<file path="src/rtl/int_alu_pkg.sv">
package int_alu_pkg;

   typedef enum logic [3:0] {
      OP_ADD   = 4'd0,
      OP_ADDC  = 4'd1,
      OP_SUB   = 4'd2,
      OP_SUBB  = 4'd3,
      OP_RSUB  = 4'd4,
      OP_NEG   = 4'd5,
      OP_NEGB  = 4'd6,
      OP_ABS   = 4'd7,
      OP_AND   = 4'd8,
      OP_ANDN  = 4'd9,
      OP_OR    = 4'd10,
      OP_XOR   = 4'd11,
      OP_NOT   = 4'd12,
      OP_ROLC  = 4'd13,
      OP_RORC  = 4'd14,
      OP_DSTEP = 4'd15
   } alu_op_e;

   typedef enum logic [1:0] {
      FL_ARITH,
      FL_LOGIC,
      FL_ROT,
      FL_KEEP
   } flag_cls_e;

   localparam int ST_C  = 0;
   localparam int ST_V  = 1;
   localparam int ST_Z  = 2;
   localparam int ST_N  = 3;
   localparam int ST_UF = 4;
   localparam int ST_LV = 5;
   localparam int ST_MIN_W = 6;

endpackage

</file>
<file path="src/rtl/int_alu_addsub.sv">
// Shared adder: x + y + cin, or x - y - bin. The carry output is the borrow
// when subtracting.
module int_alu_addsub #(
   parameter int W = 32
) (
   input  logic [W-1:0] x,
   input  logic [W-1:0] y,
   input  logic         sub,
   input  logic         cin,
   output logic [W-1:0] r,
   output logic         cout,
   output logic         ovf
);
   logic [W:0]   sum;
   logic [W-1:0] yy;
   logic         ci;

   always_comb begin
      yy   = sub ? ~y : y;
      ci   = sub ? ~cin : cin;
      sum  = {1'b0, x} + {1'b0, yy} + {{W{1'b0}}, ci};
      r    = sum[W-1:0];
      cout = sub ? ~sum[W] : sum[W];
      ovf  = ~(x[W-1] ^ yy[W-1]) & (x[W-1] ^ sum[W-1]);
   end
endmodule

</file>
<file path="src/rtl/int_alu_logic.sv">
// Bitwise operations and the rotates through carry.
module int_alu_logic #(
   parameter int W = 32
) (
   input  int_alu_pkg::alu_op_e op,
   input  logic [W-1:0]         a,
   input  logic [W-1:0]         b,
   input  logic                 cin,
   output logic [W-1:0]         r,
   output logic                 cout
);
   import int_alu_pkg::*;

   always_comb begin
      r    = '0;
      cout = 1'b0;
      case (op)
         OP_AND:  r = a & b;
         OP_ANDN: r = a & ~b;
         OP_OR:   r = a | b;
         OP_XOR:  r = a ^ b;
         OP_NOT:  r = ~b;
         OP_ROLC: begin
            r    = {a[W-2:0], cin};
            cout = a[W-1];
         end
         OP_RORC: begin
            r    = {cin, a[W-1:1]};
            cout = a[0];
         end
         default: r = '0;
      endcase
   end
endmodule

</file>
<file path="src/rtl/int_alu_status.sv">
// Clears the flags an operation owns, merges in the new ones, and registers
// the status word.
module int_alu_status #(
   parameter int W  = 32,
   parameter int SW = 8
) (
   input  logic                   clk,
   input  logic                   rst_n,
   input  logic                   en,
   input  int_alu_pkg::flag_cls_e cls,
   input  logic                   c_new,
   input  logic                   v_new,
   input  logic [W-1:0]           res,
   input  logic [SW-1:0]          st_in,
   output logic [SW-1:0]          st_q
);
   import int_alu_pkg::*;

   logic [SW-1:0] nxt;
   logic          is_zero;

   always_comb begin
      is_zero = (res == '0);
      nxt     = st_in;
      if (cls != FL_KEEP) begin
         nxt[ST_C] = 1'b0;
         nxt[ST_V] = 1'b0;
         nxt[ST_Z] = is_zero;
         nxt[ST_N] = res[W-1];
      end
      case (cls)
         FL_ARITH: begin
            nxt[ST_C]  = c_new;
            nxt[ST_V]  = v_new;
            nxt[ST_LV] = st_in[ST_LV] | v_new;
         end
         FL_ROT:  nxt[ST_C] = c_new;
         default: ;
      endcase
   end

   always_ff @(posedge clk or negedge rst_n) begin
      if (!rst_n)  st_q <= '0;
      else if (en) st_q <= nxt;
   end
endmodule

</file>
<file path="src/rtl/int_alu.sv">
module int_alu #(
   parameter int W       = 32,
   parameter int SW      = 8,
   parameter bit HAS_SAT = 1'b1
) (
   input  logic          clk,
   input  logic          rst_n,
   input  logic          upd_en,
   input  logic [3:0]    op_code,
   input  logic [W-1:0]  opnd_a,
   input  logic [W-1:0]  opnd_b,
   input  logic          sat_mode,
   input  logic [SW-1:0] st_in,
   output logic [W-1:0]  res,
   output logic [SW-1:0] st_q
);
   import int_alu_pkg::*;

   localparam logic [W-1:0] MAX_POS = {1'b0, {(W-1){1'b1}}};
   localparam logic [W-1:0] MIN_NEG = {1'b1, {(W-1){1'b0}}};

   if (W < 2) begin : g_bad_w
      $error("int_alu: W must be at least 2");
   end
   if (SW < ST_MIN_W) begin : g_bad_sw
      $error("int_alu: SW must hold the latched overflow bit");
   end

   alu_op_e       op;
   logic [W-1:0]  x, y, as_r, lg_r, raw, sat_r, ds_r;
   logic          sub, ci, as_c, as_v, lg_c;
   logic          is_arith, is_abs, is_dstep, abs_pos, v_raw, c_raw;
   flag_cls_e     cls;

   assign op = alu_op_e'(op_code);

   always_comb begin
      x        = opnd_a;
      y        = opnd_b;
      sub      = 1'b0;
      ci       = 1'b0;
      is_arith = 1'b1;
      is_abs   = 1'b0;
      is_dstep = 1'b0;
      case (op)
         OP_ADD:  ;
         OP_ADDC: ci = st_in[ST_C];
         OP_SUB:  sub = 1'b1;
         OP_SUBB: begin sub = 1'b1; ci = st_in[ST_C]; end
         OP_RSUB: begin x = opnd_b; y = opnd_a; sub = 1'b1; end
         OP_NEG:  begin x = '0; sub = 1'b1; end
         OP_NEGB: begin x = '0; sub = 1'b1; ci = st_in[ST_C]; end
         OP_ABS:  begin x = '0; sub = 1'b1; is_abs = 1'b1; end
         OP_DSTEP: begin sub = 1'b1; is_arith = 1'b0; is_dstep = 1'b1; end
         default: is_arith = 1'b0;
      endcase
   end

   int_alu_addsub #(.W(W)) u_addsub (
      .x(x), .y(y), .sub(sub), .cin(ci), .r(as_r), .cout(as_c), .ovf(as_v)
   );

   int_alu_logic #(.W(W)) u_logic (
      .op(op), .a(opnd_a), .b(opnd_b), .cin(st_in[ST_C]), .r(lg_r), .cout(lg_c)
   );

   always_comb begin
      abs_pos = is_abs & ~opnd_b[W-1];
      raw     = abs_pos ? opnd_b : as_r;
      v_raw   = is_arith & ~abs_pos & as_v;
      c_raw   = is_abs ? 1'b0 : as_c;
      ds_r    = as_r[W-1] ? {opnd_a[W-2:0], 1'b0} : {as_r[W-2:0], 1'b1};
   end

   if (HAS_SAT) begin : g_sat
      assign sat_r = (sat_mode && v_raw) ? (x[W-1] ? MIN_NEG : MAX_POS) : raw;
   end else begin : g_nosat
      logic unused_sat;
      assign unused_sat = sat_mode;
      assign sat_r      = raw;
   end

   always_comb begin
      if (is_arith)      res = sat_r;
      else if (is_dstep) res = ds_r;
      else               res = lg_r;
      if (is_arith)                          cls = FL_ARITH;
      else if (is_dstep)                     cls = FL_KEEP;
      else if (op == OP_ROLC || op == OP_RORC) cls = FL_ROT;
      else                                   cls = FL_LOGIC;
   end

   int_alu_status #(.W(W), .SW(SW)) u_status (
      .clk(clk), .rst_n(rst_n), .en(upd_en), .cls(cls),
      .c_new(is_arith ? c_raw : lg_c), .v_new(v_raw), .res(res),
      .st_in(st_in), .st_q(st_q)
   );
endmodule

</file>
<file path="config.mk">
export PLATFORM = sky130hd
export DESIGN_NAME = int_alu
export DESIGN_NICKNAME = d
export VERILOG_FILES = /design/src/rtl/int_alu_pkg.sv /design/src/rtl/int_alu_addsub.sv /design/src/rtl/int_alu_logic.sv /design/src/rtl/int_alu_status.sv /design/src/rtl/int_alu.sv
export SDC_FILE = /design/constraint.sdc
export NUM_CORES = 1
export LEC_CHECK = 0
export ABC_CLOCK_PERIOD_IN_PS = 8000
export BUFFER_PORTS_ARGS = -buffer_cell sky130_fd_sc_hd__buf_4
export CAP_MARGIN = 40
export CELL_PAD_IN_SITES_DETAIL_PLACEMENT = 0
export CELL_PAD_IN_SITES_GLOBAL_PLACEMENT = 1
export CORE_UTILIZATION = 35
export DETAILED_ROUTE_END_ITERATION = 16
export GPL_ROUTABILITY_DRIVEN = 1
export GPL_TIMING_DRIVEN = 0
export PLACE_DENSITY_LB_ADDON = 0.1
export SLEW_MARGIN = 20
export SYNTH_ARGS = -nofsm -noshare
export SYNTH_HDL_FRONTEND = slang
export SYNTH_SLANG_ARGS = --single-unit
export TNS_END_PERCENT = 50
</file>
<file path="constraint.sdc">
create_clock -name clk -period 8 [get_ports clk]
set_input_delay 1.2 -clock clk [delete_from_list [all_inputs] [get_ports clk]]
set_output_delay 1.2 -clock clk [all_outputs]
set_load 0.05 [all_outputs]
</file>
* Yosys cells after proc, flatten, opt, wreduce, memory -nomap -nowiden *
Index checks and enable logic that the tools add are counted.

operators by class
  add/subtract/negate cells = 2
  equality and inequality tests = 17
  multiplexer cells = 27
  bitwise logic cells = 18
  reductions and logical operators = 10

operators with widths
  cell                                                             count
  32-bit 2-to-1 mux                                                8
  32-bit case mux with 7 select lines                              1
  32-bit bitwise AND                                               2
  32-bit inverter                                                  2
  32-bit case mux with 2 select lines                              1
  32-bit by 32-bit adder with 33-bit output                        1
  33-bit by 1-bit adder with 33-bit output                         1
  4-bit == test, second input constant                             8
  32-bit logical NOT                                               1
  32-bit bitwise OR                                                1
  32-bit XOR                                                       1
  4-bit by 3-bit == test with 1-bit output, second input constant  4
  1-bit 2-to-1 mux                                                 12
  4-bit by 2-bit == test with 1-bit output, second input constant  2
  8-bit OR reduction                                               1
  7-bit OR reduction                                               1
  2-bit 2-to-1 mux                                                 3
  3-bit OR reduction                                               2
  1-bit inverter                                                   5
  1-bit bitwise AND                                                4
  4-bit by 1-bit == test with 1-bit output, second input constant  1
  4-bit logical NOT                                                1
  4-bit 2-to-1 mux                                                 1
  2-bit == test, second input constant                             1
  other kinds (8)                                                  9

word-level totals
  bits in registers = 8
  input bits = 80
  output and inout bits = 40
  logic and storage cells = 75

* Depth between registers and ports, before layout *
Gate-level depths: netlist of run 1.

  depth in word-level cells = 15
  gate-level depth with buffers = 25
  mapped depth without buffers = 18

* By module *
Synthesis of run 1 repeated with hierarchy kept, for this count alone.

unflattened totals
  cell total of the unflattened synthesis = 1102
  area, all modules = 7926.4 µm²

modules (own cells, without submodules)
  module          instances  cells an instance  area each (µm²)  seq. area each (µm²)
  int_alu_logic   1          394                2845.2           0.0
  int_alu         1          359                2499.9           0.0
  int_alu_addsub  1          306                2164.6           0.0
  int_alu_status  1          43                 416.6            200.2

* Worst setup path after synthesis of run 1 *
OpenSTA, ideal clock, no wires.

  kind = input to output
  from = input op_code[0]
  to = output res[31]
  arrival = 6586 ps
  data required time = 6800 ps
  path slack = 214 ps
  stages = 21
  path buffers = 6
  path through = buf_2 > buf_2 > buf_1 > clkbuf_1 > buf_1 > clkbuf_1 > o211ai_1 > nand2_1 > o21ai_0 > fa_1 > fa_1 > a211oi_1 > o211ai_1 > nand3_1 > a21oi_1 > o21ai_0 > o21a_1 > o21ai_0 > xor2_1 > a21oi_1 > o21ai_0

on the way
  longest elaborated chain between the ends = 12
  elaborated cells on any way between the ends = 49
  those cells by class = add/sub (2); eq/ne (15); mux (16); bitwise (10); reduce/logical (6)

RTL lines
  what                                                                                  line                                        source
  start, declared                                                                       int_alu.sv:9                                input logic [3:0] op_code,
  4-bit == test (tied with other cells)                                                 int_alu.sv:45                               case (op)
  7-bit OR reduction (no line) (tied with other cells)                                  n/a
  1-bit 2-to-1 mux / 32-bit inverter (equally long branches)                            int_alu.sv:45, int_alu_addsub.sv:19
  32-bit 2-to-1 mux / 1-bit inverter (equally long branches)                            int_alu_addsub.sv:19, int_alu_addsub.sv:20
  32-bit by 32-bit adder with 33-bit output / 1-bit 2-to-1 mux (equally long branches)  int_alu_addsub.sv:21, int_alu_addsub.sv:20
  33-bit by 1-bit adder with 33-bit output                                              int_alu_addsub.sv:21                        sum = {1'b0, x} + {1'b0, yy} + {{W{1'b0}}, ci};
  1-bit XOR                                                                             int_alu_addsub.sv:24                        ovf = ~(x[W-1] ^ yy[W-1]) & (x[W-1] ^ sum[W-1]);
  1-bit bitwise AND                                                                     int_alu_addsub.sv:24
  1-bit bitwise AND                                                                     int_alu.sv:70                               v_raw = is_arith & ~abs_pos & as_v;
  1-bit logical AND                                                                     int_alu.sv:76                               assign sat_r = (sat_mode && v_raw) ? (x[W-1] ? MIN_NEG : MAX_POS) : raw;
  32-bit 2-to-1 mux                                                                     int_alu.sv:76
  32-bit 2-to-1 mux (*)                                                                 int_alu.sv:84                               if (is_arith) res = sat_r;
  end, declared                                                                         int_alu.sv:14                               output logic [W-1:0] res,

Every way passes the cells marked *; elsewhere a longest branch is shown, timed or not.

* Worst setup path in the final report of run 1 *
  from = input op_code[1]
  to = output res[4]

Same word-level chain as after synthesis.

==> out/metrics.json, run 1 <==
{
  "cellLeakagePower_nw": 3.66,
  "startpoint_of_the_worst_register_to_register_path": "u_status.st_q[4]$_DFFE_PN0P_",
  "power.share.sequential": 0.033,
  "setup.worst_path.end_class": "output port",
  "clk_latency_worst_skew_pair_ps": 230,
  "netlist_instances": 1127,
  "placedInstanceArea_mm2": 0.00851,
  "yosys-top-cells-area": "sky130_fd_sc_hd__ha_1 11%, sky130_fd_sc_hd__a21oi_1 8.4%, sky130_fd_sc_hd__nor2_1 6.0%",
  "tightest_slew_ps": 967,
  "ys_warn_count": 0,
  "drt_drc_violations_left": 0,
  "cts.path.max_buffers": 2,
  "wl_per_instance_um": 26.0,
  "rr_endpoint": "u_status.st_q[4]$_DFFE_PN0P_",
  "cts.reportedPaths.clkPinSlew_ps": 40,
  "hold_path_depth": 2,
  "synth_seq_area_share": 0.0274,
  "grt_use_total": 0.359,
  "worstPathRequired_ps": 6800,
  "routed_via_density": 6.43,
  "post-route-period-util": 0.979,
  "row_count": 52,
  "gp_congestion": 1.01,
  "power.switching_fraction": 0.620,
  "finish.net_count": 1390,
  "htree_levels": 1,
  "final.setup.tns_ps": 0,
  "largest_reg_flops": 8,
  "net-switching-power_mw": 0.893,
  "io_pins": 120,
  "setup_viol": 0,
  "cp-startpoint": "op_code[1]",
  "worstSetupPathType": "in2out",
  "synthesis.nets": 1272,
  "cts_num_sinks": 8,
  "timing.critical_path.arrival_ps": 6630,
  "initial_core_util": 0.359,
  "wire_length_of_the_first_global_routing_pass_um": 58300,
  "vias_in_the_first_global_route": 9197,
  "drt_iter0_markers": 1051,
  "final-hold-violation-count": 0,
  "cts_inserted_buffers": 3,
  "die-area_mm2": 0.0215,
  "comb_power_share": 0.909,
  "timing.hold.worst.class": "reg2reg",
  "synth_cell_types": 83,
  "irDropWorstVdd_uv": 132,
  "power_density_mw_per_mm2": 166,
  "syn-mean-instance-area_um2": 6.48,
  "grt_setup_unrepaired": "no",
  "p_int_mw": 0.548,
  "endpoint": "res[4]",
  "timing.reg2reg.worst_path_depth": 1,
  "largest_register": "u_status.st_q",
  "post_route_cells_drive_above_1_share": 0.155,
  "timing.reg2reg.setup_slack_ps": 7250,
  "postSynthRegisterBits": 8,
  "synth_top_area_share": 0.108,
  "synth-edff-count": 0,
  "asyncSetResetFlopFracSynth": 1.00,
  "dieHeight_um": 147,
  "place_inst": 1510,
  "slew_viol_final": 0,
  "cts_tree": "yes",
  "ys.flop_type": "sky130_fd_sc_hd__dfrtp_1",
  "slew_headroom": 0.355,
  "grt_start_max_net_pins": 20,
  "hold_buffers": 0,
  "antenna_found_initial": 0,
  "detailedRoute.firstPassIterationCount": 5,
  "layout.cell_area.non_filler_mm2": 0.00867,
  "die_x_um": 147,
  "hpwlAfterDp_um": 31000,
  "overflow": 0,
  "critical_path.max_fanout": 10,
  "run_status": "finished clean",
  "routed-via-count": 9724,
  "fin_cells": 1513,
  "core_mm2": 0.0204,
  "post-route-min-period_ps": 7830,
  "finalWirelength_um": 39400,
  "share_of_total_power_in_the_clock_network": 0.058,
  "reg.largest.list": "u_status.st_q (8)",
  "route.antenna.remaining_nets": 0,
  "maxCapViolCount": 0,
  "fmax_ghz": 0.128,
  "syn_area_mm2": 0.00731,
  "antennaDiodeCount": 0,
  "portBuffers": 109,
  "fin_worst_skew_ps": 0,
  "clock-root-buffer": "sky130_fd_sc_hd__clkbuf_16",
  "layout-area-overhead-vs-synth_pct": 18.6,
  "yosys.area.top_type": "sky130_fd_sc_hd__ha_1",
  "setup.worst_path.start_class": "input pin"
}
[worst min-delay path by stage]
stage / startpoint / to / slack [ps]
after floorplan: u_status.st_q[3]$_DFFE_PN0P_ / u_status.st_q[3]$_DFFE_PN0P_ / 770
after global placement: u_status.st_q[2]$_DFFE_PN0P_ / u_status.st_q[2]$_DFFE_PN0P_ / 480
after detailed placement: u_status.st_q[2]$_DFFE_PN0P_ / u_status.st_q[2]$_DFFE_PN0P_ / 500
after CTS: u_status.st_q[2]$_DFFE_PN0P_ / u_status.st_q[2]$_DFFE_PN0P_ / 500
after global routing: u_status.st_q[7]$_DFFE_PN0P_ / u_status.st_q[7]$_DFFE_PN0P_ / 520
final: u_status.st_q[2]$_DFFE_PN0P_ / u_status.st_q[2]$_DFFE_PN0P_ / 500
[worst max-delay path, stage by stage]
cell,delay (ps)
sky130_fd_sc_hd__buf_2,170
sky130_fd_sc_hd__nor2_1,260
sky130_fd_sc_hd__clkbuf_4,310
sky130_fd_sc_hd__clkbuf_4,280
sky130_fd_sc_hd__clkbuf_4,300
sky130_fd_sc_hd__nor2_4,110
sky130_fd_sc_hd__clkbuf_1,180
sky130_fd_sc_hd__buf_6,170
sky130_fd_sc_hd__xnor2_1,140
sky130_fd_sc_hd__ha_1,280
sky130_fd_sc_hd__clkbuf_1,270
sky130_fd_sc_hd__nand2_1,210
sky130_fd_sc_hd__or3_4,380
sky130_fd_sc_hd__a211oi_2,380
sky130_fd_sc_hd__o21ai_4,180
sky130_fd_sc_hd__buf_2,240
sky130_fd_sc_hd__a21oi_2,420
sky130_fd_sc_hd__clkbuf_2,390
sky130_fd_sc_hd__o221ai_1,150
sky130_fd_sc_hd__a21oi_1,310
sky130_fd_sc_hd__buf_4,270
[power groups by stage]
stage | registers (mW) | logic (mW) | clock network [mW]
after floorplan | 0.0656 | 0.842 | 0
after global placement | 0.0482 | 1.26 | 0
after detailed placement | 0.0485 | 1.26 | 0
after CTS | 0.0479 | 1.28 | 0.0852
after global routing | 0.0487 | 1.39 | 0.0878
final | 0.0479 | 1.31 | 0.0836
[layout make-up]
| cell class | instances | area [um2] |
|---|---|---|
| Inverter | 77 | 289 |
| Timing Repair Buffer | 116 | 881 |
| Buffer | 89 | 413 |
| Clock buffer | 3 | 75.1 |
| Multi-Input combinational cell | 950 | 6470 |
| Tap cell | 270 | 338 |
| Sequential cell | 8 | 200 |
| Fill cell | 2247 | 11700 |
[logic make-up (layout without fill, tap and decap cells)]
family	count (synthesis)	count (layout)	share of synthesized area
AOI/OAI and AO/OA	460	460	0.435
adders and majority gates	65	65	0.113
buffers and inverters	169	285	0.0942
DFF	8	8	0.0274
xor gates and xnor gates	70	70	0.0839
and+or+nand+nor	335	335	0.218
muxes	20	20	0.0288
[Yosys cell counts, types with 5 or more instances]
cell                        instances
sky130_fd_sc_hd__a21oi_1          122
sky130_fd_sc_hd__nor2_1           116
sky130_fd_sc_hd__nand2_1           98
sky130_fd_sc_hd__inv_1             75
sky130_fd_sc_hd__o21ai_0           75
sky130_fd_sc_hd__ha_1              63
sky130_fd_sc_hd__clkbuf_1          60
sky130_fd_sc_hd__xnor2_1           47
sky130_fd_sc_hd__a22o_1            33
sky130_fd_sc_hd__nand3_1           31
sky130_fd_sc_hd__o211ai_1          27
sky130_fd_sc_hd__a211oi_1          23
sky130_fd_sc_hd__xor2_1            23
sky130_fd_sc_hd__a22oi_1           19
sky130_fd_sc_hd__a32oi_1           18
sky130_fd_sc_hd__buf_2             16
sky130_fd_sc_hd__a21o_1            15
sky130_fd_sc_hd__and2_1            12
sky130_fd_sc_hd__mux2i_1           12
sky130_fd_sc_hd__a311oi_1          11
sky130_fd_sc_hd__nand4_1           11
sky130_fd_sc_hd__o2111ai_1         11
sky130_fd_sc_hd__o21a_1            11
sky130_fd_sc_hd__a221oi_1          10
sky130_fd_sc_hd__a31oi_1           10
sky130_fd_sc_hd__and3_1            10
sky130_fd_sc_hd__buf_1             10
sky130_fd_sc_hd__o31ai_1           10
sky130_fd_sc_hd__nor3_1             9
sky130_fd_sc_hd__dfrtp_1            8
sky130_fd_sc_hd__nand2b_1           8
sky130_fd_sc_hd__a2111oi_0          7
sky130_fd_sc_hd__mux2_2             6
sky130_fd_sc_hd__or3_1              6
sky130_fd_sc_hd__a221o_1            5
sky130_fd_sc_hd__nor2b_1            5
sky130_fd_sc_hd__o221ai_1           5
sky130_fd_sc_hd__o32a_1             5
[through the flow]
| step | hold WS, ps | utilization | setup slack (ps) | power [mW] |
|---|---|---|---|---|
| 6_report | 503 | 0.426 | 170 | 1.44 |
| 5_1_grt | 516 | 0.426 | 38.9 | 1.52 |
| 4_1_cts | 505 | 0.424 | 59.8 | 1.41 |
| 3_5_place_dp | 497 | 0.418 | -1570 | 1.31 |
| 3_3_place_gp | 477 | 0.416 | -1670 | 1.31 |
| 2_1_floorplan | 774 | - | 214 | 0.908 |
[layout by cell type, fill, tap and decap left out, drive strengths merged, types with 33 or more instances in the layout]
| cell | n |
|---|---|
| buf | 147 |
| a21oi | 127 |
| nor2 | 118 |
| nand2 | 99 |
| o21ai | 81 |
| inv | 75 |
| ha | 63 |
| clkbuf | 61 |
| xnor2 | 47 |
| a22o | 33 |
[metal layers]
layer / part of all wire / vias to the layer above / global-route usage
met5: 0 / - / 0
met4: 0.036 / 0 / 0.128
met3: 0.094 / 79 / 0.0675
met1: 0.42 / 4625 / 0.475
li1: - / 4455 / -
met2: 0.45 / 565 / 0.577
[timing repair]
action | 4_1_cts | 5_1_grt
gates cloned | 0 | 0
endpoints found under the setup margin | 34 | 25
pin swaps | 1 | 0
gates resized for setup | 18 | 15
buffers inserted | 1 | 0
Note: power is estimated with default switching activity, not from simulation.
==> run 2: changes to the inputs <==
ABC_AREA = 1   (was not set)
==> run 2 against run 1 <==
Die area is 4.6% higher; largest power group unchanged; critical endpoint is now res[14]; core utilization decreased by 0.34 points; highest routed layer unchanged; cell area increased by 3.4%; largest cell class unchanged; first-iteration DRC count shrank 12%.
==> out/metrics.json, run 2 <==
{
  "run_status": "finished clean",
  "crit_path_slowest_cell": "sky130_fd_sc_hd__fa_1",
  "path_common_cell": "sky130_fd_sc_hd__nand2_1",
  "synth_seq_area_share": {"value": 0.0262, "change": "-0.00121"},
  "final_common_cell": "sky130_fd_sc_hd__nand2_1",
  "post-route-period-util": {"value": 0.956, "change": "-0.0226"},
  "critical_path.max_fanout": {"value": 10, "change": "unchanged"},
  "setup.worst_path.start_class": "input pin",
  "maxCapViolCount": {"value": 0, "change": "unchanged"},
  "series_of_cell_instances_along_the_critical_path": "clkbuf_1 -> inv_2 -> nand3_2 -> clkbuf_1 -> clkbuf_1 -> clkbuf_2 -> o22ai_1 -> fa_1 -> fa_1 -> nand3_1 -> nand3_1 -> nand2_1 -> nand2_1 -> nand2_1 -> nand2_1 -> xnor2_1 -> o21ai_0 -> nand2_1 -> nand2_1 -> nand3_1 -> inv_1 -> buf_4",
  "slew_headroom": {"value": 0.399, "change": "+0.0438"},
  "largest_reg_flops": {"value": 8, "change": "unchanged"},
  "synthMostInstantiatedCell": "sky130_fd_sc_hd__nand2_1",
  "timing.critical_path.arrival": {"value": 6450, "unit": "ps", "change": "-180 ps"},
  "dieHeight": {"value": 150, "unit": "um", "change": "+2.3%"},
  "gp_congestion": {"value": 1.01, "change": "+0.12%"},
  "postLayoutCoreUtil": {"value": 0.422, "change": "-0.00337"},
  "synth-edff-count": {"value": 0, "change": "unchanged"},
  "overflow": {"value": 0, "change": "unchanged"},
  "antenna_found_initial": {"value": 0, "change": "unchanged"},
  "routed_via_density": {"value": 5.49, "change": "-15%"},
  "syn-mean-instance-area": {"value": 5.14, "unit": "um2", "change": "-21%"},
  "clock-root-buffer": "sky130_fd_sc_hd__clkbuf_16",
  "wire_length_of_the_first_global_routing_pass": {"value": 56600, "unit": "um", "change": "-2.9%"},
  "final.setup.tns": {"value": 0, "unit": "ps", "change": "unchanged"},
  "ys_top_cells_by_count": "545 x sky130_fd_sc_hd__nand2_1, 247 x sky130_fd_sc_hd__inv_1, 93 x sky130_fd_sc_hd__o21ai_0, 90 x sky130_fd_sc_hd__nand3_1, 81 x sky130_fd_sc_hd__nor2_1",
  "grt_start_max_net_pins": {"value": 11, "change": "-45%"},
  "cts_num_sinks": {"value": 8, "change": "unchanged"},
  "timing.reg2reg.worst_path_depth": {"value": 2, "change": "+1"},
  "irDropWorstVdd": {"value": 142, "unit": "uV", "change": "+7.6%"},
  "largest_register": "u_status.st_q",
  "ys.flop_type": "sky130_fd_sc_hd__dfrtp_1",
  "layout-area-overhead-vs-synth_pct": 17.2,
  "hold_buffers": {"value": 0, "change": "unchanged"},
  "setup_ws": {"value": 351, "unit": "ps", "change": "+181 ps"},
  "fin_worst_skew": {"value": 0, "unit": "ps", "change": "unchanged"},
  "hpwlAfterDp": {"value": 32600, "unit": "um", "change": "+5.2%"},
  "yosys.area.top_type": "sky130_fd_sc_hd__nand2_1",
  "htree_levels": {"value": 1, "change": "unchanged"},
  "timing.hold.worst.class": "reg2reg",
  "setup_ws_pre_cts": {"value": 179, "unit": "ps", "change": "+1750 ps"},
  "drt_drc_violations_left": {"value": 0, "change": "unchanged"},
  "fmax": {"value": 0.131, "unit": "GHz", "change": "+2.4%"},
  "layout.cells.most_common_list": "545 x sky130_fd_sc_hd__nand2_1, 247 x sky130_fd_sc_hd__inv_1, 118 x sky130_fd_sc_hd__buf_4",
  "worstSetupPathType": "in2out",
  "total_design_power": {"value": 1.37, "unit": "mW", "change": "-4.7%"},
  "postSynthRegisterBits": {"value": 8, "change": "unchanged"},
  "setup_viol": {"value": 0, "change": "unchanged"},
  "portBuffers": {"value": 116, "change": "+6.4%"},
  "slew_viol_final": {"value": 0, "change": "unchanged"},
  "route.antenna.remaining_nets": {"value": 0, "change": "unchanged"},
  "grt_setup_unrepaired": "no",
  "core": {"value": 0.0212, "unit": "mm2", "change": "+4.2%"},
  "detailedRoute.firstPassIterationCount": {"value": 6, "change": "+1"},
  "post_route_cells_drive_above_1_share": {"value": 0.111, "change": "-0.0440"},
  "synth_top_area_share": {"value": 0.268, "change": "+0.160"},
  "setup.worst_path.end_class": "output port",
  "initial_core_util": {"value": 0.360, "change": "+0.00151"},
  "wl_per_instance": {"value": 21.0, "unit": "um", "change": "-19%"},
  "synthesis.nets": {"value": 1633, "change": "+28%"},
  "drt_iter0_markers": {"value": 928, "change": "-12%"},
  "io_pins": {"value": 120, "change": "unchanged"},
  "asyncSetResetFlopFracSynth": {"value": 1.00, "change": "unchanged"},
  "syn_area": {"value": 0.00765, "unit": "mm2", "change": "+4.6%"},
  "netlist_instances": {"value": 1488, "change": "+32%"},
  "yosys-top-cells-area": "sky130_fd_sc_hd__nand2_1 27%, sky130_fd_sc_hd__inv_1 12%, sky130_fd_sc_hd__ha_1 10%",
  "grt_use_total": {"value": 0.345, "change": "-0.0140"},
  "clk_latency_worst_skew_pair": {"value": 230, "unit": "ps", "change": "about the same"},
  "cts.path.max_buffers": {"value": 2, "change": "unchanged"},
  "routed-via-count": {"value": 10337, "change": "+6.3%"},
  "post-route-min-period": {"value": 7650, "unit": "ps", "change": "-181 ps"},
  "die_x": {"value": 150, "unit": "um", "change": "+2.3%"},
  "nFillCells": {"value": 2525, "change": "+12%"},
  "startpoint_of_the_worst_register_to_register_path": "u_status.st_q[5]$_DFFE_PN0P_",
  "vias_in_the_first_global_route": {"value": 9242, "change": "+0.49%"},
  "die-area": {"value": 0.0224, "unit": "mm2", "change": "+4.6%"},
  "cts.reportedPaths.clkPinSlew": {"value": 40, "unit": "ps", "change": "about the same"},
  "row_count": {"value": 53, "change": "+1.9%"},
  "synth_cell_types": {"value": 47, "change": "-43%"},
  "cts_inserted_buffers": {"value": 3, "change": "unchanged"},
  "worstPathRequired": {"value": 6800, "unit": "ps", "change": "about the same"},
  "finish.net_count": {"value": 1756, "change": "+26%"},
  "ys_warn_count": {"value": 0, "change": "unchanged"},
  "final-hold-violation-count": {"value": 0, "change": "unchanged"},
  "endpoint": "res[14]",
  "rr_endpoint": "u_status.st_q[5]$_DFFE_PN0P_",
  "critical-path-max-stage-delay": {"value": 630, "unit": "ps", "change": "+210 ps"},
  "cts_tree": "yes",
  "timing.reg2reg.setup_slack": {"value": 7340, "unit": "ps", "change": "+90 ps"},
  "cp-startpoint": "op_code[0]",
  "finalWirelength": {"value": 39600, "unit": "um", "change": "+0.64%"},
  "cellLeakagePower": {"value": 5.04, "unit": "nW", "change": "+38%"},
  "power_density": {"value": 153, "unit": "mW/mm2", "change": "-7.8%"},
  "antennaDiodeCount": {"value": 0, "change": "unchanged"},
  "tightest_slew": {"value": 901, "unit": "ps", "change": "-65.8 ps"},
  "reg.largest.list": "u_status.st_q (8)"
}
run 2: cell count changes after synthesis, moves of 14 or more:
| cell | change |
|---|---|
| sky130_fd_sc_hd__a21o_1 | -14 |
| sky130_fd_sc_hd__a21oi_1 | -74 |
| sky130_fd_sc_hd__a22o_1 | -33 |
| sky130_fd_sc_hd__a22oi_1 | -19 |
| sky130_fd_sc_hd__a32oi_1 | -18 |
| sky130_fd_sc_hd__clkbuf_1 | -22 |
| sky130_fd_sc_hd__inv_1 | +172 |
| sky130_fd_sc_hd__nand2_1 | +447 |
| sky130_fd_sc_hd__nand3_1 | +59 |
| sky130_fd_sc_hd__nor2_1 | -35 |
| sky130_fd_sc_hd__o211ai_1 | -16 |
| sky130_fd_sc_hd__o21ai_0 | +18 |
| sky130_fd_sc_hd__o22ai_1 | +54 |
run 2: through the flow:
stage | hold WS (ps) | area (um2) | std cells
3_5_place_dp | 459 | 8870 | 1880
3_3_place_gp | 458 | 8860 | 1879
4_1_cts | 469 | 8940 | 1883
2_1_floorplan | 757 | 7650 | 1488
6_report | 463 | 8960 | 1884
5_1_grt | 490 | 8960 | 1884
run 2: where the power goes:
group / switching, mW / total [mW] / internal (mW)
registers: 0.00304 / 0.0488 / 0.0458
clock network: 0.0202 / 0.0847 / 0.0645
logic: 0.855 / 1.24 / 0.385
total: 0.878 / 1.37 / 0.495
run 2: layout make-up:
type | count | area (um2) | area share
multi-input cells | 1163 | 6180 | 0.690
inverters | 255 | 957 | 0.107
repair buffers | 118 | 890 | 0.0993
well taps | 275 | 344 | 0.0384
plain buffers | 62 | 310 | 0.0346
flip-flops and latches | 8 | 200 | 0.0223
clock buffers | 3 | 75.1 | 0.00838
run 2: layer usage:
| metal | up-vias | global-route usage | share of wire |
|---|---|---|---|
| met5 | - | 0 | 0 |
| met4 | 0 | 0.171 | 0.053 |
| met3 | 100 | 0.0323 | 0.085 |
| met2 | 543 | 0.546 | 0.43 |
| met1 | 4638 | 0.465 | 0.43 |
| li1 | 5056 | - | - |
run 2: what timing repair did:
item | 4_1_cts | 5_1_grt
gates resized for setup | 0 | 3
buffers inserted | 0 | 0
setup endpoints to repair | 0 | 16
run 2: critical path, delay by kind of cell:
| kind | cells | cell delay, ps |
|---|---|---|
| xor+xnor | 1 | 400 |
| compound gates | 2 | 320 |
| fa+ha+maj | 2 | 1200 |
| buf+inv | 7 | 2010 |
| simple gates | 10 | 1290 |
run 2: how the worst min path moves through the flow:
| stage | start | end | depth (start not counted) |
|---|---|---|---|
| 6_report | u_status.st_q[4]$_DFFE_PN0P_ | u_status.st_q[4]$_DFFE_PN0P_ | 2 |
| 5_1_grt | u_status.st_q[4]$_DFFE_PN0P_ | u_status.st_q[4]$_DFFE_PN0P_ | 2 |
| 4_1_cts | u_status.st_q[4]$_DFFE_PN0P_ | u_status.st_q[4]$_DFFE_PN0P_ | 2 |
| 3_5_place_dp | u_status.st_q[4]$_DFFE_PN0P_ | u_status.st_q[4]$_DFFE_PN0P_ | 2 |
| 3_3_place_gp | u_status.st_q[4]$_DFFE_PN0P_ | u_status.st_q[4]$_DFFE_PN0P_ | 2 |
| 2_1_floorplan | u_status.st_q[4]$_DFFE_PN0P_ | u_status.st_q[4]$_DFFE_PN0P_ | 2 |
run 2: cells by family (layout without fill, tap and decap cells):
family | count (synthesis) | count (layout) | share of synthesized area
adder cells (fa/ha/maj) | 65 | 65 | 0.108
buffers and inverters | 317 | 438 | 0.166
AND/OR/NAND/NOR | 776 | 776 | 0.423
AO/OA/AOI/OAI | 266 | 266 | 0.213
XOR/XNOR | 56 | 56 | 0.0641
flip-flops | 8 | 8 | 0.0262
==> run 3: changes to the inputs <==
--- a/config.mk
+++ b/config.mk
@@ -8,3 +8,3 @@
 export ABC_AREA = 1
-export ABC_CLOCK_PERIOD_IN_PS = 8000
+export ABC_CLOCK_PERIOD_IN_PS = 8610
 export BUFFER_PORTS_ARGS = -buffer_cell sky130_fd_sc_hd__buf_4
@@ -22,2 +22,2 @@
 export SYNTH_SLANG_ARGS = --single-unit
-export TNS_END_PERCENT = 50
+export TNS_END_PERCENT = 20
==> constraint.sdc (replaced) <==
create_clock -name clk -period 8.61 [get_ports clk]
set_input_delay 0.4305 -clock clk [delete_from_list [all_inputs] [get_ports clk]]
set_output_delay 0.4305 -clock clk [all_outputs]
set_load 0.05 [all_outputs]
==> run 3 against run 2 <==
Via count fell by 0.36%; critical path depth rose by 7; register-to-register slack better by 610 ps; clock power decreased by 7.3%; combinational power shrank 7%; critical path type is now in2reg; sequential share of layout area is essentially flat; highest routed layer unchanged; clock skew unchanged; sequential cell count did not move.
==> out/metrics.json, run 3 (synthesis results as in run 2) <==
{
  "multi_input_area": {"value": 0.00618, "unit": "mm2", "change": "about the same"},
  "dieHeight": {"value": 150, "unit": "um", "change": "unchanged"},
  "cts_inserted_buffers": {"value": 3, "change": "unchanged"},
  "setup_viol": {"value": 0, "change": "unchanged"},
  "grt_start_max_net_pins": {"value": 11, "change": "unchanged"},
  "post-route-period-util": 0.748,
  "comb_power_share": {"value": 0.903, "change": "about the same"},
  "post_cts.repair.setup_buffers": {"value": 0, "change": "unchanged"},
  "slew_headroom": {"value": 0.378, "change": "-0.0216"},
  "layout-area-overhead-vs-synth": {"value": 17.1, "unit": "%", "change": "about the same"},
  "core": {"value": 0.0212, "unit": "mm2", "change": "unchanged"},
  "cts_num_sinks": {"value": 8, "change": "unchanged"},
  "final_common_cell": "sky130_fd_sc_hd__nand2_1",
  "setup.worst_path.end_class": "flop",
  "grt-busiest-layer": "met2",
  "hpwlAfterDp": {"value": 32600, "unit": "um", "change": "unchanged"},
  "antennaDiodeCount": {"value": 0, "change": "unchanged"},
  "gp_congestion": {"value": 1.01, "change": "unchanged"},
  "critical-path-max-stage-delay": {"value": 750, "unit": "ps", "change": "+120 ps"},
  "drt_iter0_markers": {"value": 947, "change": "+2.0%"},
  "area.sequential": {"value": 200, "unit": "um2", "change": "unchanged"},
  "path_common_cell": "sky130_fd_sc_hd__nand2_1",
  "cellLeakagePower": {"value": 5.04, "unit": "nW", "change": "about the same"},
  "clk_latency_worst_skew_pair": {"value": 230, "unit": "ps", "change": "about the same"},
  "crit_path_slowest_cell": "sky130_fd_sc_hd__nor2_1",
  "p_int": {"value": 0.460, "unit": "mW", "change": "-7.1%"},
  "net-switching-power": {"value": 0.815, "unit": "mW", "change": "-7.2%"},
  "power.switching_fraction": {"value": 0.639, "change": "about the same"},
  "portBuffers": {"value": 116, "change": "unchanged"},
  "routed_via_density": {"value": 5.47, "change": "-0.36%"},
  "fmax_ghz": 0.155,
  "hold_buffers": {"value": 0, "change": "unchanged"},
  "cts.path.max_buffers": {"value": 2, "change": "unchanged"},
  "cts.reportedPaths.clkPinSlew": {"value": 40, "unit": "ps", "change": "about the same"},
  "slew_viol_final": {"value": 0, "change": "unchanged"},
  "antenna_found_initial": {"value": 0, "change": "unchanged"},
  "wl_per_instance": {"value": 21.0, "unit": "um", "change": "-0.12%"},
  "run_status": "finished clean",
  "timing.hold.worst.class": "in2async",
  "row_count": {"value": 53, "change": "unchanged"},
  "die-area": {"value": 0.0224, "unit": "mm2", "change": "unchanged"},
  "cts_tree": "yes",
  "post_cts.resized_instances": {"value": 0, "change": "unchanged"},
  "placedInstanceArea": {"value": 0.00887, "unit": "mm2", "change": "unchanged"},
  "finish.net_count": {"value": 1756, "change": "unchanged"},
  "reg.largest.list": "u_status.st_q (8)",
  "nFillCells": {"value": 2527, "change": "+0.079%"},
  "gr-usage-met3": {"value": 0.0323, "change": "unchanged"},
  "wire_length_of_the_first_global_routing_pass": {"value": 56600, "unit": "um", "change": "unchanged"},
  "io_pins": {"value": 120, "change": "unchanged"},
  "largest_register": "u_status.st_q",
  "tightest_slew": {"value": 930, "unit": "ps", "change": "+29.0 ps"},
  "grt_setup_unrepaired": "no",
  "critical_path.max_fanout": {"value": 10, "change": "unchanged"},
  "worstSetupPathType": "in2reg",
  "vias_in_the_first_global_route": {"value": 9242, "change": "unchanged"},
  "post-route-min-period_ps": 6440,
  "detailedRoute.firstPassIterationCount": {"value": 5, "change": "-1"},
  "layout.cells.most_common_list": "545 x sky130_fd_sc_hd__nand2_1, 247 x sky130_fd_sc_hd__inv_1, 118 x sky130_fd_sc_hd__buf_4",
  "htree_levels": {"value": 1, "change": "unchanged"},
  "overflow": {"value": 0, "change": "unchanged"},
  "share_of_total_power_in_the_clock_network": {"value": 0.062, "change": "about the same"},
  "postLayoutCoreUtil": {"value": 0.422, "change": "about the same"},
  "power_density": {"value": 142, "unit": "mW/mm2", "change": "-7.1%"},
  "final.hold.worst_slack": {"value": 6.08, "unit": "ps", "change": "-457 ps"},
  "clock-root-buffer": "sky130_fd_sc_hd__clkbuf_16",
  "timing.critical_path.arrival": {"value": 6590, "unit": "ps", "change": "+140 ps"},
  "worstPathRequired": {"value": 8760, "unit": "ps", "change": "+1960 ps"},
  "drt_drc_violations_left": {"value": 0, "change": "unchanged"},
  "irDropWorstVdd": {"value": 132, "unit": "uV", "change": "-7.1%"},
  "setup.worst_path.start_class": "input pin",
  "finalWirelength": {"value": 39600, "unit": "um", "change": "-0.12%"},
  "layout.cell_area.non_filler": {"value": 0.00896, "unit": "mm2", "change": "about the same"},
  "final.setup.tns": {"value": 0, "unit": "ps", "change": "unchanged"},
  "grt_use_total": {"value": 0.345, "change": "unchanged"},
  "grt_util_met1": {"value": 0.465, "change": "unchanged"},
  "largest_reg_flops": {"value": 8, "change": "unchanged"},
  "post_route_cells_drive_above_1_share": {"value": 0.110, "change": "-0.00124"},
  "routed-via-count": {"value": 10300, "change": "-0.36%"},
  "route.antenna.remaining_nets": {"value": 0, "change": "unchanged"},
  "final-hold-violation-count": {"value": 0, "change": "unchanged"},
  "met2_global_route_usage": {"value": 0.546, "change": "unchanged"},
  "maxCapViolCount": {"value": 0, "change": "unchanged"},
  "die_x": {"value": 150, "unit": "um", "change": "unchanged"},
  "initial_core_util": {"value": 0.360, "change": "unchanged"},
  "fin_worst_skew": {"value": 0, "unit": "ps", "change": "unchanged"},
  "power.share.sequential": {"value": 0.036, "change": "about the same"}
}
==> run 3: cell counts in the layout (fill, tap and decap cells not counted) <==
No cell type changed its count.
==> run 3: power by group through the flow <==
stage | Clock [mW] | Combinational [mW] | Sequential [mW]
6_report | 0.0785 | 1.15 | 0.0454
3_5_place_dp | 0 | 1.13 | 0.0458
2_1_floorplan | 0 | 0.758 | 0.0621
5_1_grt | 0.0820 | 1.25 | 0.0456
3_3_place_gp | 0 | 1.13 | 0.0456
4_1_cts | 0.0795 | 1.14 | 0.0454
==> run 3: final cells by class <==
class                           count  share of cell area
Buffer                             62              0.0345
Clock buffer                        3             0.00838
Inverter                          255               0.107
Multi-Input combinational cell   1163               0.690
Sequential cell                     8              0.0224
Tap cell                          275              0.0384
Timing Repair Buffer              118              0.0993
==> run 3: per-stage QoR <==
stage | instances | total power [mW] | setup WS (ps)
global placement | 1879 | 1.18 | 2110
detailed placement | 1880 | 1.18 | 2080
floorplan | 1488 | 0.820 | 3980
global route | 1884 | 1.38 | 1860
finish | 1884 | 1.28 | 2170
CTS | 1883 | 1.26 | 2310
==> run 3: final timing paths <==
path                                               from                           end  slack [ps]  cells after the start
min reg2reg                u_status.st_q[4]$_DFFE_PN0P_  u_status.st_q[4]$_DFFE_PN0P_         460                      2
max                                          op_code[0]  u_status.st_q[2]$_DFFE_PN0P_        2170                     29
max in group asynchronous                         rst_n  u_status.st_q[4]$_DFFE_PN0P_        8480                      1
min                                               rst_n  u_status.st_q[0]$_DFFE_PN0P_           6                      1
min in group clk                               st_in[4]  u_status.st_q[4]$_DFFE_PN0P_         390                      3
max reg2reg                u_status.st_q[5]$_DFFE_PN0P_  u_status.st_q[5]$_DFFE_PN0P_        7950                      2
==> run 3: worst max-delay path: cells and delay by family <==
| family | cells | cell delay [ps] |
|---|---|---|
| and+or+nand+nor | 18 | 2910 |
| buffers and inverters | 5 | 1110 |
| AOI/OAI and AO/OA | 2 | 310 |
| xor gates and xnor gates | 2 | 570 |
| adders and majority gates | 2 | 1220 |
==> run 3: metal layers <==
metal	up-vias	wire, um	part of all wire
li1	5062	-	-
met1	4617	17100	0.43
met2	522	17100	0.43
met3	99	3200	0.081
met4	0	2150	0.054
met5	-	0	0
